--- config.mk ---
export PLATFORM = sky130hd
export DESIGN_NAME = fcw_window_counter
export DESIGN_NICKNAME = d
export VERILOG_FILES = /design/src/rtl/fcw_pkg.sv /design/src/rtl/fcw_scan.sv /design/src/rtl/fcw_colour.sv /design/src/rtl/fcw_tally.sv /design/src/rtl/fcw_window_counter.sv
export SDC_FILE = /design/constraint.sdc
export NUM_CORES = 1
export LEC_CHECK = 0
export BUFFER_PORTS_ARGS = -buffer_cell sky130_fd_sc_hd__buf_2
export CORE_AREA = 2 2 48 94
export CTS_CLUSTER_SIZE = 10
export DETAILED_ROUTE_END_ITERATION = 10
export DIE_AREA = 0 0 50 96
export PLACE_DENSITY = 0.91
export SLEW_MARGIN = 20
export SYNTH_ARGS = -nofsm -noshare
export SYNTH_HDL_FRONTEND = slang
export SYNTH_HIERARCHICAL = 1
export SYNTH_SLANG_ARGS = --single-unit
--- constraint.sdc ---
create_clock -name clk_i -period 6.9 [get_ports clk_i]
set_input_delay 0.69 -clock clk_i [delete_from_list [all_inputs] [get_ports clk_i]]
set_output_delay 0.69 -clock clk_i [all_outputs]
set_load 0.05 [all_outputs]
--- src/rtl/fcw_pkg.sv ---
package fcw_pkg;

    localparam logic [23:0] RGB_BLACK = 24'h000000;
    localparam logic [23:0] RGB_WHITE = 24'hFFFFFF;

    // Turns an edge-pixel tally into a gesture code.
    function automatic logic [7:0] fcw_encode(input int unsigned blacks,
                                              input int unsigned max_f,
                                              input logic [7:0]  base);
        int unsigned fingers;
        fingers = blacks / 2;
        if (fingers >= 1 && fingers <= max_f)
            return base + 8'(fingers);
        return base;
    endfunction

endpackage

--- src/rtl/fcw_scan.sv ---
module fcw_scan #(
    parameter int unsigned H_ACT = 800,
    parameter int unsigned V_ACT = 600,
    parameter int unsigned WIN   = 250
) (
    input  logic clk_i,
    input  logic rst_ni,
    input  logic hsync_i,
    input  logic vsync_i,
    input  logic de_i,
    output logic in_win_o,
    output logic centre_o,
    output logic frame_end_o
);
    localparam int unsigned CW = $clog2(H_ACT + 1);
    localparam int unsigned RW = $clog2(V_ACT + 1);
    localparam int unsigned X0 = (H_ACT - WIN) / 2;
    localparam int unsigned Y0 = (V_ACT - WIN) / 2;
    localparam int unsigned YC = Y0 + WIN / 2;

    typedef struct packed {
        logic [CW-1:0] col;
        logic [RW-1:0] row;
        logic          hs;
        logic          vs;
        logic          seen;
    } scan_t;

    scan_t scan_d, scan_q;
    logic  hs_rise, vs_rise;

    assign hs_rise = hsync_i && !scan_q.hs;
    assign vs_rise = vsync_i && !scan_q.vs;

    always_comb begin
        scan_d    = scan_q;
        scan_d.hs = hsync_i;
        scan_d.vs = vsync_i;
        if (vs_rise) begin
            scan_d.col  = '0;
            scan_d.row  = '0;
            scan_d.seen = 1'b0;
        end else if (hs_rise) begin
            scan_d.col  = '0;
            scan_d.seen = 1'b0;
            if (scan_q.seen && scan_q.row != RW'(V_ACT))
                scan_d.row = scan_q.row + 1'b1;
        end else if (de_i) begin
            scan_d.seen = 1'b1;
            if (scan_q.col != CW'(H_ACT))
                scan_d.col = scan_q.col + 1'b1;
        end
    end

    always_ff @(posedge clk_i) begin
        if (!rst_ni) scan_q <= '0;
        else         scan_q <= scan_d;
    end

    assign in_win_o = de_i
                   && scan_q.col >= CW'(X0) && scan_q.col < CW'(X0 + WIN)
                   && scan_q.row >= RW'(Y0) && scan_q.row < RW'(Y0 + WIN);
    assign centre_o    = scan_q.row == RW'(YC);
    assign frame_end_o = vs_rise;

    AST_COL_RESTART: assert property (@(posedge clk_i) disable iff (!rst_ni)
        hs_rise |=> scan_q.col == '0);
    AST_ROW_RESTART: assert property (@(posedge clk_i) disable iff (!rst_ni)
        vs_rise |=> (scan_q.row == '0 && !scan_q.seen));

endmodule

--- src/rtl/fcw_colour.sv ---
module fcw_colour #(
    parameter logic [23:0] OUT_GREY = 24'h808080
) (
    input  logic        clk_i,
    input  logic        rst_ni,
    input  logic        de_i,
    input  logic        in_win_i,
    input  logic        pix_i,
    output logic [23:0] rgb_o,
    output logic        win_o
);
    import fcw_pkg::*;

    typedef struct packed {
        logic [23:0] rgb;
        logic        win;
    } col_t;

    col_t col_d, col_q;

    always_comb begin
        col_d.win = in_win_i;
        if (!de_i)         col_d.rgb = RGB_BLACK;
        else if (in_win_i) col_d.rgb = pix_i ? RGB_WHITE : RGB_BLACK;
        else               col_d.rgb = OUT_GREY;
    end

    always_ff @(posedge clk_i) begin
        if (!rst_ni) col_q <= '0;
        else         col_q <= col_d;
    end

    assign rgb_o = col_q.rgb;
    assign win_o = col_q.win;

    AST_WIN_NEEDS_DE: assert property (@(posedge clk_i) disable iff (!rst_ni)
        col_q.win |-> $past(de_i));
    AST_WIN_BINARY: assert property (@(posedge clk_i) disable iff (!rst_ni)
        col_q.win |-> (col_q.rgb == RGB_BLACK || col_q.rgb == RGB_WHITE));

endmodule

--- src/rtl/fcw_tally.sv ---
module fcw_tally #(
    parameter int unsigned WIN         = 250,
    parameter int unsigned MAX_FINGERS = 4,
    parameter logic [7:0]  CODE_BASE   = 8'hF0
) (
    input  logic       clk_i,
    input  logic       rst_ni,
    input  logic       cnt_en_i,
    input  logic       frame_end_i,
    output logic [7:0] code_o,
    output logic       code_vld_o
);
    import fcw_pkg::*;

    localparam int unsigned BW = $clog2(WIN + 1);

    typedef struct packed {
        logic [BW-1:0] blk;
        logic [7:0]    code;
        logic          vld;
    } tally_t;

    tally_t tal_d, tal_q;

    always_comb begin
        tal_d     = tal_q;
        tal_d.vld = 1'b0;
        if (frame_end_i) begin
            tal_d.code = fcw_encode(32'(tal_q.blk), MAX_FINGERS, CODE_BASE);
            tal_d.vld  = 1'b1;
            tal_d.blk  = '0;
        end else if (cnt_en_i && tal_q.blk != BW'(WIN)) begin
            tal_d.blk = tal_q.blk + 1'b1;
        end
    end

    always_ff @(posedge clk_i) begin
        if (!rst_ni) begin
            tal_q      <= '0;
            tal_q.code <= CODE_BASE;
        end else begin
            tal_q <= tal_d;
        end
    end

    assign code_o     = tal_q.code;
    assign code_vld_o = tal_q.vld;

    AST_VLD_PULSE: assert property (@(posedge clk_i) disable iff (!rst_ni)
        tal_q.vld |=> !tal_q.vld);
    AST_CODE_LEGAL: assert property (@(posedge clk_i) disable iff (!rst_ni)
        tal_q.vld |-> (tal_q.code >= CODE_BASE
                       && tal_q.code <= CODE_BASE + 8'(MAX_FINGERS)));
    AST_CODE_HOLD: assert property (@(posedge clk_i) disable iff (!rst_ni)
        !tal_q.vld |-> $stable(tal_q.code));
    AST_FRAME_CLEARS: assert property (@(posedge clk_i) disable iff (!rst_ni)
        frame_end_i |=> tal_q.blk == '0);

endmodule

--- src/rtl/fcw_window_counter.sv ---
module fcw_window_counter #(
    parameter int unsigned H_ACT       = 800,
    parameter int unsigned V_ACT       = 600,
    parameter int unsigned WIN         = 250,
    parameter int unsigned MAX_FINGERS = 4,
    parameter logic [7:0]  CODE_BASE   = 8'hF0,
    parameter logic [23:0] OUT_GREY    = 24'h808080
) (
    input  logic        clk_i,
    input  logic        rst_ni,
    input  logic        hsync_i,
    input  logic        vsync_i,
    input  logic        de_i,
    input  logic        pix_i,
    output logic [23:0] rgb_o,
    output logic        win_o,
    output logic [7:0]  code_o,
    output logic        code_vld_o
);
    logic in_win, centre, frame_end, cnt_en;

    fcw_scan #(.H_ACT(H_ACT), .V_ACT(V_ACT), .WIN(WIN)) u_scan (
        .clk_i       (clk_i),
        .rst_ni      (rst_ni),
        .hsync_i     (hsync_i),
        .vsync_i     (vsync_i),
        .de_i        (de_i),
        .in_win_o    (in_win),
        .centre_o    (centre),
        .frame_end_o (frame_end)
    );

    fcw_colour #(.OUT_GREY(OUT_GREY)) u_colour (
        .clk_i    (clk_i),
        .rst_ni   (rst_ni),
        .de_i     (de_i),
        .in_win_i (in_win),
        .pix_i    (pix_i),
        .rgb_o    (rgb_o),
        .win_o    (win_o)
    );

    assign cnt_en = in_win && centre && !pix_i;

    fcw_tally #(.WIN(WIN), .MAX_FINGERS(MAX_FINGERS), .CODE_BASE(CODE_BASE)) u_tally (
        .clk_i       (clk_i),
        .rst_ni      (rst_ni),
        .cnt_en_i    (cnt_en),
        .frame_end_i (frame_end),
        .code_o      (code_o),
        .code_vld_o  (code_vld_o)
    );

endmodule

==> results.toml, run 1 <==
[run_status]
status = "completed"

[die]
core-area_sq_um = 4090
die_h_um = 96
io_pins = 40
start_util_pct = 57.5
dieArea_sq_um = 4800
die_x_um = 50
placementRows = 33

[detailed_routing]
drtAntennaViolNets = 0
viasPerCell = 5.64
wl_per_cell_um = 13.5
drtPass1Iterations = 4
drc = 0
drtIter0Drc = 67
finalWirelength_um = 4530
via_count = 1888

[yosys]
synth_cell_type_count = 50
ys.flop_type = "dfxtp_1"
synth.area.mux_share_pct = 1.28
synth-seq-area-share_pct = 36.6
synth_edf_count = 0
syn_inst = 275
netlist_area_sq_um = 2350
synth_top_family_by_area = "simple AND/OR/NAND/NOR gates"
synth_xor_area_share_pct = 6.33
ys_warn_count = 6
synth_top_cell_area_share_pct = 36.6
syn-num-nets = 292
syn_avg_cell_area_sq_um = 8.55
synth_area_leader_cell = "dfxtp_1"
yosys.area_share.adder_pct = 5.85
synth_seq_cells = 43
async_flop_share_pct = 0
synthSimpleGateAreaFrac_pct = 24.7
synth-compound-area-share_pct = 11.2
synth_area_leaders = "dfxtp_1 (37%), buf_4 (9.9%), ha_1 (5.9%)"

[global_routing]
grt_pass1_vias = 1816
grt_start_max_net_pins = 22
grt.overflow.total = 0
grt_use_total_pct = 20.8
grt_antenna_before_repair = 0
grt_pass1_wl_um = 7780

[sta]
timing.fmax_mhz = 376
tightest_slew_ns = 0.432
finalMaxSlewViolations = 0
finalHoldViolCount = 0
fin_setup_tns_ns = 0
post-route-min-period_ns = 2.66
whs_ns = 0.424
rsz0062_at_grt = "no"
setup_violations = 0
layout_setup_ws_ns = 4.24
post-route-period-util_pct = 38.5
slew_headroom_pct = 70.9
fin_skew_ns = 0.00616

[clock_network]
path_clk_slew_ns = 0.08
cts_sinks = 43
cts_hold_buffers = 0
h-tree-depth = 2
clockBufferDepth = 2
cts_tree = "done"
cts_buffers = 5
postCtsSetupRepairBufs = 0
cts_root_buffer = "clkbuf_8"
post_cts_resized = 0
clkLatencyLatePin_ns = 0.30

[place]
gp_congestion = 0.931
dp_slack_ns = 4.27
place_hpwl_um = 3360
dpl.cell_count = 327
numPortBuffers = 39

[power]
p_sw_uw = 105
pwr-share-seq_pct = 53.5
power_leakage_nw = 0.954
peakVddDrop_mv = 0.212
powerDensity_nw_per_um2 = 191
p_clk_share_pct = 41.8
p_comb_share_pct = 4.6
swShare_pct = 22.4
p_int_uw = 364

[setup_path]
reg2reg_depth = 8
critPathMaxFanout = 5
path_cells = "ha_1 > nand3_2 > a211o_1 > a2111oi_2 > and3b_1 > nand4_1 > or3_1 > a21oi_1"
crit_path_top_delay_cell = "a2111oi_2"
cp-start-kind = "flop"
crit_type = "flop to flop"
path_depth = 8
critPathArrivalTime_ns = 2.89
critPathTopFamily = "simple AND/OR/NAND/NOR gates"
startpoint = "u_scan/scan_q[3]$_SDFFE_PP0P_"
crit-reg2reg-launch = "u_scan/scan_q[3]$_SDFFE_PP0P_"
critPathBufInv = 0
critPathRequiredTime_ns = 7.13
endpoint_kind = "flop"
critPathMaxStageDelay_ns = 0.48

[finish]
nNetsFinal = 299
diodes = 0
instances_no_fill = 335
drive_gt1_share_pct = 21.6
utilization_pct = 60.1
area_growth_syn_to_layout_pct = 4.36
fillerInstances = 362

[min_path]
min_path_cells = 2
min_path_type = "flop to flop"
hp-start = "u_tally/code_o[3]$_SDFFE_PN0P_"

[flow_run]
max_cap_violations = 0
-- layer usage --
layer,track usage (%),share of wire (%)
met2,39.9,56
met4,11.1,2.7
met5,0,0
met3,3.42,4.7
met1,20.5,37
-- synth_stat cells (5+ instances only) --
cell type   n
nand2_1    15
nand4_1     7
or3_1       5
dfxtp_1    43
nand2b_1    5
a31oi_1     5
nor4_1      5
inv_1      16
xnor2_1    13
o21ai_0     9
nor3_1      6
a21oi_1    11
ha_1       11
buf_4      31
nor2_1     31
nand3_1     9
-- per-stage QoR --
stage | cell area [sq um] | power, mW
2_1_floorplan | 2350 | 0.274
3_3_place_gp | 2340 | 0.278
3_5_place_dp | 2340 | 0.279
4_1_cts | 2450 | 0.473
5_1_grt | 2450 | 0.483
6_report | 2450 | 0.469
-- flip-flops by register name, summed over array words and instances (netlist names) --
register,count
u_scan/scan_q,23
u_tally/code_o,8
u_tally/tal_q,8
u_colour/rgb_o,2
u_colour/win_o,1
u_tally/code_vld_o,1
-- cells by family (layout without fill, tap and decap cells) --
family,count (synthesis),count (layout)
buffers and inverters,55,63
and+or+nand+nor,105,105
DFF,43,43
AOI/OAI and AO/OA,41,41
adders and majority gates,11,11
muxes,3,3
xor gates and xnor gates,17,17
-- power by group through the flow --
| stage | registers, mW | logic (mW) | clock network, mW |
|---|---|---|---|
| 2_1_floorplan | 0.259 | 0.0146 | 0 |
| 3_3_place_gp | 0.257 | 0.0212 | 0 |
| 6_report | 0.251 | 0.0217 | 0.196 |
| 5_1_grt | 0.252 | 0.0238 | 0.208 |
| 4_1_cts | 0.251 | 0.0217 | 0.200 |
| 3_5_place_dp | 0.257 | 0.0216 | 0 |
-- placed cells by master, fill, tap and decap left out, types with 6 or more instances in the layout --
cell      n
nand2_1  15
nor3_1    6
ha_1     11
inv_1    16
dfxtp_1  43
nor2_1   31
nand4_1   7
o21ai_0   9
xnor2_1  13
nand3_1   9
a21oi_1  11
buf_2    39
-- final timing paths --
path / end / slack (ns)
hold / removal: u_tally/code_o[3]$_SDFFE_PN0P_ / 0.42
setup / recovery: u_tally/tal_q[14]$_SDFFE_PP0P_ / 4.24
hold reg to reg: u_tally/code_o[3]$_SDFFE_PN0P_ / 0.42
setup reg to reg: u_tally/tal_q[14]$_SDFFE_PP0P_ / 4.24
-- worst min-delay path: cells and delay by family (launching register included) --
family / cells / cell delay (ns)
buffers and inverters: 1 / 0.04
and+or+nand+nor: 1 / 0.03
DFF: 1 / 0.31
-- layout make-up --
| cell class | instances | area (sq um) | share of cell area (%) |
|---|---|---|---|
| clock buffer | 5 | 68.8 | 2.80 |
| clock inverter | 3 | 43.8 | 1.78 |
| inverter | 16 | 60.1 | 2.45 |
| multi-input combinational | 177 | 1160 | 47.3 |
| sequential | 43 | 861 | 35.1 |
| tap | 52 | 65.1 | 2.65 |
| timing repair buffer | 39 | 195 | 7.95 |
(Power assumes the default switching activity.)
==> run 2, diff against run 1 <==
--- a/config.mk
+++ b/config.mk
@@ -6,11 +6,11 @@
 export NUM_CORES = 1
 export LEC_CHECK = 0
 export BUFFER_PORTS_ARGS = -buffer_cell sky130_fd_sc_hd__buf_2
-export CORE_AREA = 2 2 48 94
+export CORE_AREA = 2 2 52 103
 export CTS_CLUSTER_SIZE = 10
 export DETAILED_ROUTE_END_ITERATION = 10
-export DIE_AREA = 0 0 50 96
-export PLACE_DENSITY = 0.91
+export DIE_AREA = 0 0 54 105
+export PLACE_DENSITY = 0.83
 export SLEW_MARGIN = 20
 export SYNTH_ARGS = -nofsm -noshare
 export SYNTH_HDL_FRONTEND = slang
==> constraint.sdc (replaced) <==
create_clock -name clk_i -period 2.1 [get_ports clk_i]
set_input_delay 0.21 -clock clk_i [delete_from_list [all_inputs] [get_ports clk_i]]
set_output_delay 0.21 -clock clk_i [all_outputs]
set_load 0.05 [all_outputs]
==> results.toml, run 2 (same netlist as run 1, synthesis figures left out) <==
[setup_path]
crit_path_top_delay_cell = "or3_1"
crit_type = "flop to flop"
critPathRequiredTime_ns = 2.34
reg2reg_slack_ns = -0.13
critPathMaxFanout = 4
cp-start-kind = "flop"
path_cells = "inv_4 > ha_4 > nand2b_4 > a21boi_2 > o21ai_2 > a2111oi_4 > and3b_2 > nand4_1 > or3_1 > a21oi_1"
endpoint_kind = "flop"
critPathArrivalTime_ns = 2.47
critPathMaxStageDelay_ns = 0.38

[finish]
final_area_sq_um = 2800
drive_gt1_share_pct = 34.8
regMostFlops = "u_scan/scan_q"
area_growth_syn_to_layout_pct = 18.8
final_common_cell = "dfxtp_1"
nNetsFinal = 332
diodes = 0
final_cell_mix = "dfxtp_1 (40), buf_2 (39), buf_4 (33)"
largest_register_ffs = 23

[run_status]
violations = "negative setup slack"
status = "finished with violations"

[place]
dp_slack_ns = -0.116
placed_cell_area_sq_um = 2610
gp_congestion = 0.877
numPortBuffers = 39
place_hpwl_um = 3830

[detailed_routing]
drc = 0
finalWirelength_um = 5250
wl_per_cell_um = 14.1
drtPass1Iterations = 4
viasPerCell = 5.44
drtAntennaViolNets = 0
drtIter0Drc = 73
via_count = 2030

[sta]
setup_violations = 4
post-route-period-util_pct = 106
rsz0062_at_grt = "yes"
layout_setup_ws_ns = -0.130
post-route-min-period_ns = 2.23
tightest_slew_ns = 0.494
slew_headroom_pct = 67.1
fin_skew_ns = 0.0125
timing.fmax_mhz = 448
finalMaxSlewViolations = 0
whs_ns = 0.123
finalHoldViolCount = 0

[die]
core-area_sq_um = 4860
io_pins = 40
dieArea_sq_um = 5670
die_x_um = 54
die_h_um = 105
placementRows = 36
start_util_pct = 48.4

[flow_run]
max_cap_violations = 0

[power]
power.total_mw = 1.47
powerDensity_nw_per_um2 = 527
peakVddDrop_mv = 0.499
power_leakage_nw = 1.12

[clock_network]
cts_hold_buffers = 0
h-tree-depth = 2
cts_buffers = 5
clkLatencyLatePin_ns = 0.31
path_clk_slew_ns = 0.09
clockBufferDepth = 2
cts_sinks = 43
cts_root_buffer = "clkbuf_8"
cts_tree = "done"

[global_routing]
grt_antenna_before_repair = 0
grt_pass1_wl_um = 8650
grt.overflow.total = 0
grt_start_max_net_pins = 22
grt_pass1_vias = 1996
grt_use_total_pct = 20.2

[min_path]
min_path_type = "input pin to flop"
-- run 2: cell types whose count changed in the layout (fill, tap and decap cells not counted), moves of 2 or more --
cell and change:
ha_1 -3, buf_4 +33, ha_4 +2, dfxtp_1 -3, o21ai_0 -2, inv_1 -2
inv_4 +3, dfxtp_4 +2
-- run 2: layer usage --
metal	vias up	track usage, %	part of all wire, %
li1	987	-	-
met1	976	20.5	36
met2	45	36.4	57
met3	22	3.29	2.7
met4	0	10.9	4.3
met5	-	0	0
-- run 2: report_power, final --
part / leakage, nW / switching (mW) / internal (mW)
registers: 0.350 / 0.00354 / 0.819
clock network: 0.0517 / 0.298 / 0.269
logic: 0.724 / 0.0563 / 0.0272
-- run 2: metrics by stage --
step	setup TNS, ns	util (%)	std cells
final	-0.250	57.5	373
after global routing	-0.976	57.5	373
after CTS	-0.240	56.7	371
after detailed placement	-0.296	53.7	360
after global placement	-0.0588	53.7	360
after floorplan	-0.0638	-	275
-- run 2: path summary, 6_finish.rpt --
check	start	end	cells past startpoint
setup / recovery	u_scan/scan_q[3]$_SDFFE_PP0P_	u_tally/tal_q[14]$_SDFFE_PP0P_	10
hold / removal	vsync_i	u_scan/scan_q[1]$_SDFF_PN0_	2
setup reg to reg	u_scan/scan_q[3]$_SDFFE_PP0P_	u_tally/tal_q[14]$_SDFFE_PP0P_	10
hold reg to reg	u_tally/code_o[3]$_SDFFE_PN0P_	u_tally/code_o[3]$_SDFFE_PN0P_	2
-- run 2: final cells by class --
class | instances | area, sq um
Clock buffer | 6 | 82.6
Clock inverter | 2 | 15.0
Fill cell | 437 | 2070
Inverter | 16 | 65.1
Multi-Input combinational cell | 177 | 1250
Sequential cell | 43 | 870
Tap cell | 57 | 71.3
Timing Repair Buffer | 72 | 443
-- run 2: timing repair --
action                                  CTS  global route
endpoints found under the setup margin    4             8
setup buffers                             3             2
pin swaps                                 6             8
resized for setup                         7             6
-- run 2: worst max-delay path, delay by kind of cell (launching register included) --
kind / cells / cell delay, ns
adder cells (fa/ha/maj): 1 / 0.14
buffers and inverters: 1 / 0.06
flip-flops: 1 / 0.37
AO/OA/AOI/OAI: 4 / 0.72
AND/OR/NAND/NOR: 4 / 0.87
==> run 3, diff against run 2 <==
--- a/config.mk
+++ b/config.mk
@@ -6,11 +6,12 @@
 export NUM_CORES = 1
 export LEC_CHECK = 0
 export BUFFER_PORTS_ARGS = -buffer_cell sky130_fd_sc_hd__buf_2
-export CORE_AREA = 2 2 52 103
+export CORE_AREA = 5 5 55 106
 export CTS_CLUSTER_SIZE = 10
 export DETAILED_ROUTE_END_ITERATION = 10
-export DIE_AREA = 0 0 54 105
+export DIE_AREA = 0 0 60 111
 export PLACE_DENSITY = 0.83
+export RECOVER_POWER = 25
 export SLEW_MARGIN = 20
 export SYNTH_ARGS = -nofsm -noshare
 export SYNTH_HDL_FRONTEND = slang
==> results.toml, run 3 (same netlist as run 1, synthesis figures left out) <==
[flow_run]
max_cap_violations = 0

[die]
start_util_pct = 48.4
die_x_um = 60
die_h_um = 111
placementRows = 36
dieArea_sq_um = 6660
core-area_sq_um = 4860
io_pins = 40

[place]
numPortBuffers = 39
gp_congestion = 0.925
place_hpwl_um = 4000
placed_cell_area_sq_um = 2610

[finish]
final_cell_mix = "buf_2 (39), dfxtp_1 (38), buf_4 (33)"
diodes = 0
drive_gt1_share_pct = 36.3
nNetsFinal = 333
final_common_cell = "buf_2"
area_growth_syn_to_layout_pct = 20.2
final_area_sq_um = 2830
regMostFlops = "u_scan/scan_q"
fillerInstances = 428
largest_register_ffs = 23

[setup_path]
critPathArrivalTime_ns = 2.50
critPathMaxFanout = 5
cp-start-kind = "flop"
critPathRequiredTime_ns = 2.34
crit_type = "flop to flop"
endpoint_kind = "flop"

[min_path]
min_path_type = "input pin to flop"

[run_status]
violations = "negative setup slack"
status = "finished with violations"

[power]
swShare_pct = 25.3
powerDensity_nw_per_um2 = 512
p_sw_uw = 367
power_leakage_nw = 1.11
power.total_mw = 1.45
p_comb_share_pct = 5.8
p_int_mw = 1.08
p_clk_share_pct = 37.5
pwr-share-seq_pct = 56.7
peakVddDrop_mv = 0.488

[clock_network]
clockBufferDepth = 2
cts_tree = "done"
cts_buffers = 5
clkLatencyLatePin_ns = 0.31
path_clk_slew_ns = 0.09
cts_sinks = 43
cts_root_buffer = "clkbuf_8"
h-tree-depth = 2

[sta]
fin_skew_ns = 0.0121
timing.fmax_mhz = 443
tightest_slew_ns = 0.453
finalMaxSlewViolations = 0
finalHoldViolCount = 0
post-route-min-period_ns = 2.26
layout_setup_ws_ns = -0.158
setup_violations = 7
slew_headroom_pct = 69.7
post-route-period-util_pct = 108
rsz0062_at_grt = "yes"

[detailed_routing]
viasPerCell = 5.36
via_count = 2004
finalWirelength_um = 5560
drtIter0Drc = 49
drtPass1Iterations = 4
wl_per_cell_um = 14.9
drc = 0
drtAntennaViolNets = 0

[global_routing]
grt.overflow.total = 0
grt_start_max_net_pins = 22
grt_use_total_pct = 16.9
grt_pass1_wl_um = 8890
grt_antenna_before_repair = 0
grt_pass1_vias = 1963
run 3: cell types whose count changed in the layout (fill, tap and decap cells not counted), moves of 2 or more:
cell,delta
dfxtp_1,-2
ha_4,+2
dfxtp_4,+2
inv_1,-3
inv_2,+3
run 3: final cells by class:
class / instances / area [sq um] / share of cell area, %
timing repair buffer: 73 / 454 / 16.1
clock inverter: 3 / 25.0 / 0.885
inverter: 16 / 65.1 / 2.30
sequential: 43 / 877 / 31.0
multi-input combinational: 177 / 1270 / 44.8
clock buffer: 5 / 68.8 / 2.43
tap: 57 / 71.3 / 2.52
run 3: worst max-delay path: stages (launching register included):
cell	delay (ns)
dfxtp_1	0.48
o31ai_2	0.13
a21oi_2	0.19
a22oi_2	0.11
a2111oi_4	0.34
and3b_2	0.26
nand4_1	0.16
or3_1	0.38
a21oi_1	0.13
run 3: metrics by stage:
stage / utilization, % / setup slack [ns] / hold slack (ns) / setup TNS, ns / instances
after global placement: 53.5 / -0.0304 / 0.417 / -0.0386 / 359
after floorplan: - / -0.0503 / 0.290 / -0.0638 / 275
after global routing: 58.1 / -0.269 / 0.134 / -1.49 / 374
after CTS: 55.8 / -0.114 / 0.121 / -0.450 / 369
after detailed placement: 53.5 / -0.151 / 0.417 / -0.415 / 359
final: 58.1 / -0.158 / 0.121 / -0.563 / 374
run 3: final timing paths:
kind	startpoint	endpoint	slack, ns	cells past startpoint
setup / recovery	u_scan/scan_q[15]$_SDFFE_PP0P_	u_tally/tal_q[14]$_SDFFE_PP0P_	-0.16	8
hold / removal	vsync_i	u_scan/scan_q[1]$_SDFF_PN0_	0.12	2
setup reg to reg	u_scan/scan_q[15]$_SDFFE_PP0P_	u_tally/tal_q[14]$_SDFFE_PP0P_	-0.16	8
hold reg to reg	u_tally/code_o[3]$_SDFFE_PN0P_	u_tally/code_o[3]$_SDFFE_PN0P_	0.43	2
run 3: power by group through the flow:
| stage | registers [mW] | logic, mW | clock network [mW] |
|---|---|---|---|
| floorplan | 0.849 | 0.0487 | 0 |
| global placement | 0.841 | 0.0789 | 0 |
| detailed placement | 0.842 | 0.0798 | 0 |
| CTS | 0.822 | 0.0800 | 0.560 |
| global route | 0.823 | 0.0915 | 0.592 |
| finish | 0.822 | 0.0836 | 0.543 |
run 3: timing repair:
item,CTS,global route
setup buffers,2,5
endpoints found under the setup margin,4,8
resized for setup,0,22
endpoints found under the hold margin,0,0
pin swaps,7,14
hold buffers,0,0
run 3: routing by layer:
layer	global-route usage, %	wire, um
met1	16.3	1920
met2	31.7	3260
met3	2.80	171
met4	8.43	213
met5	0	0
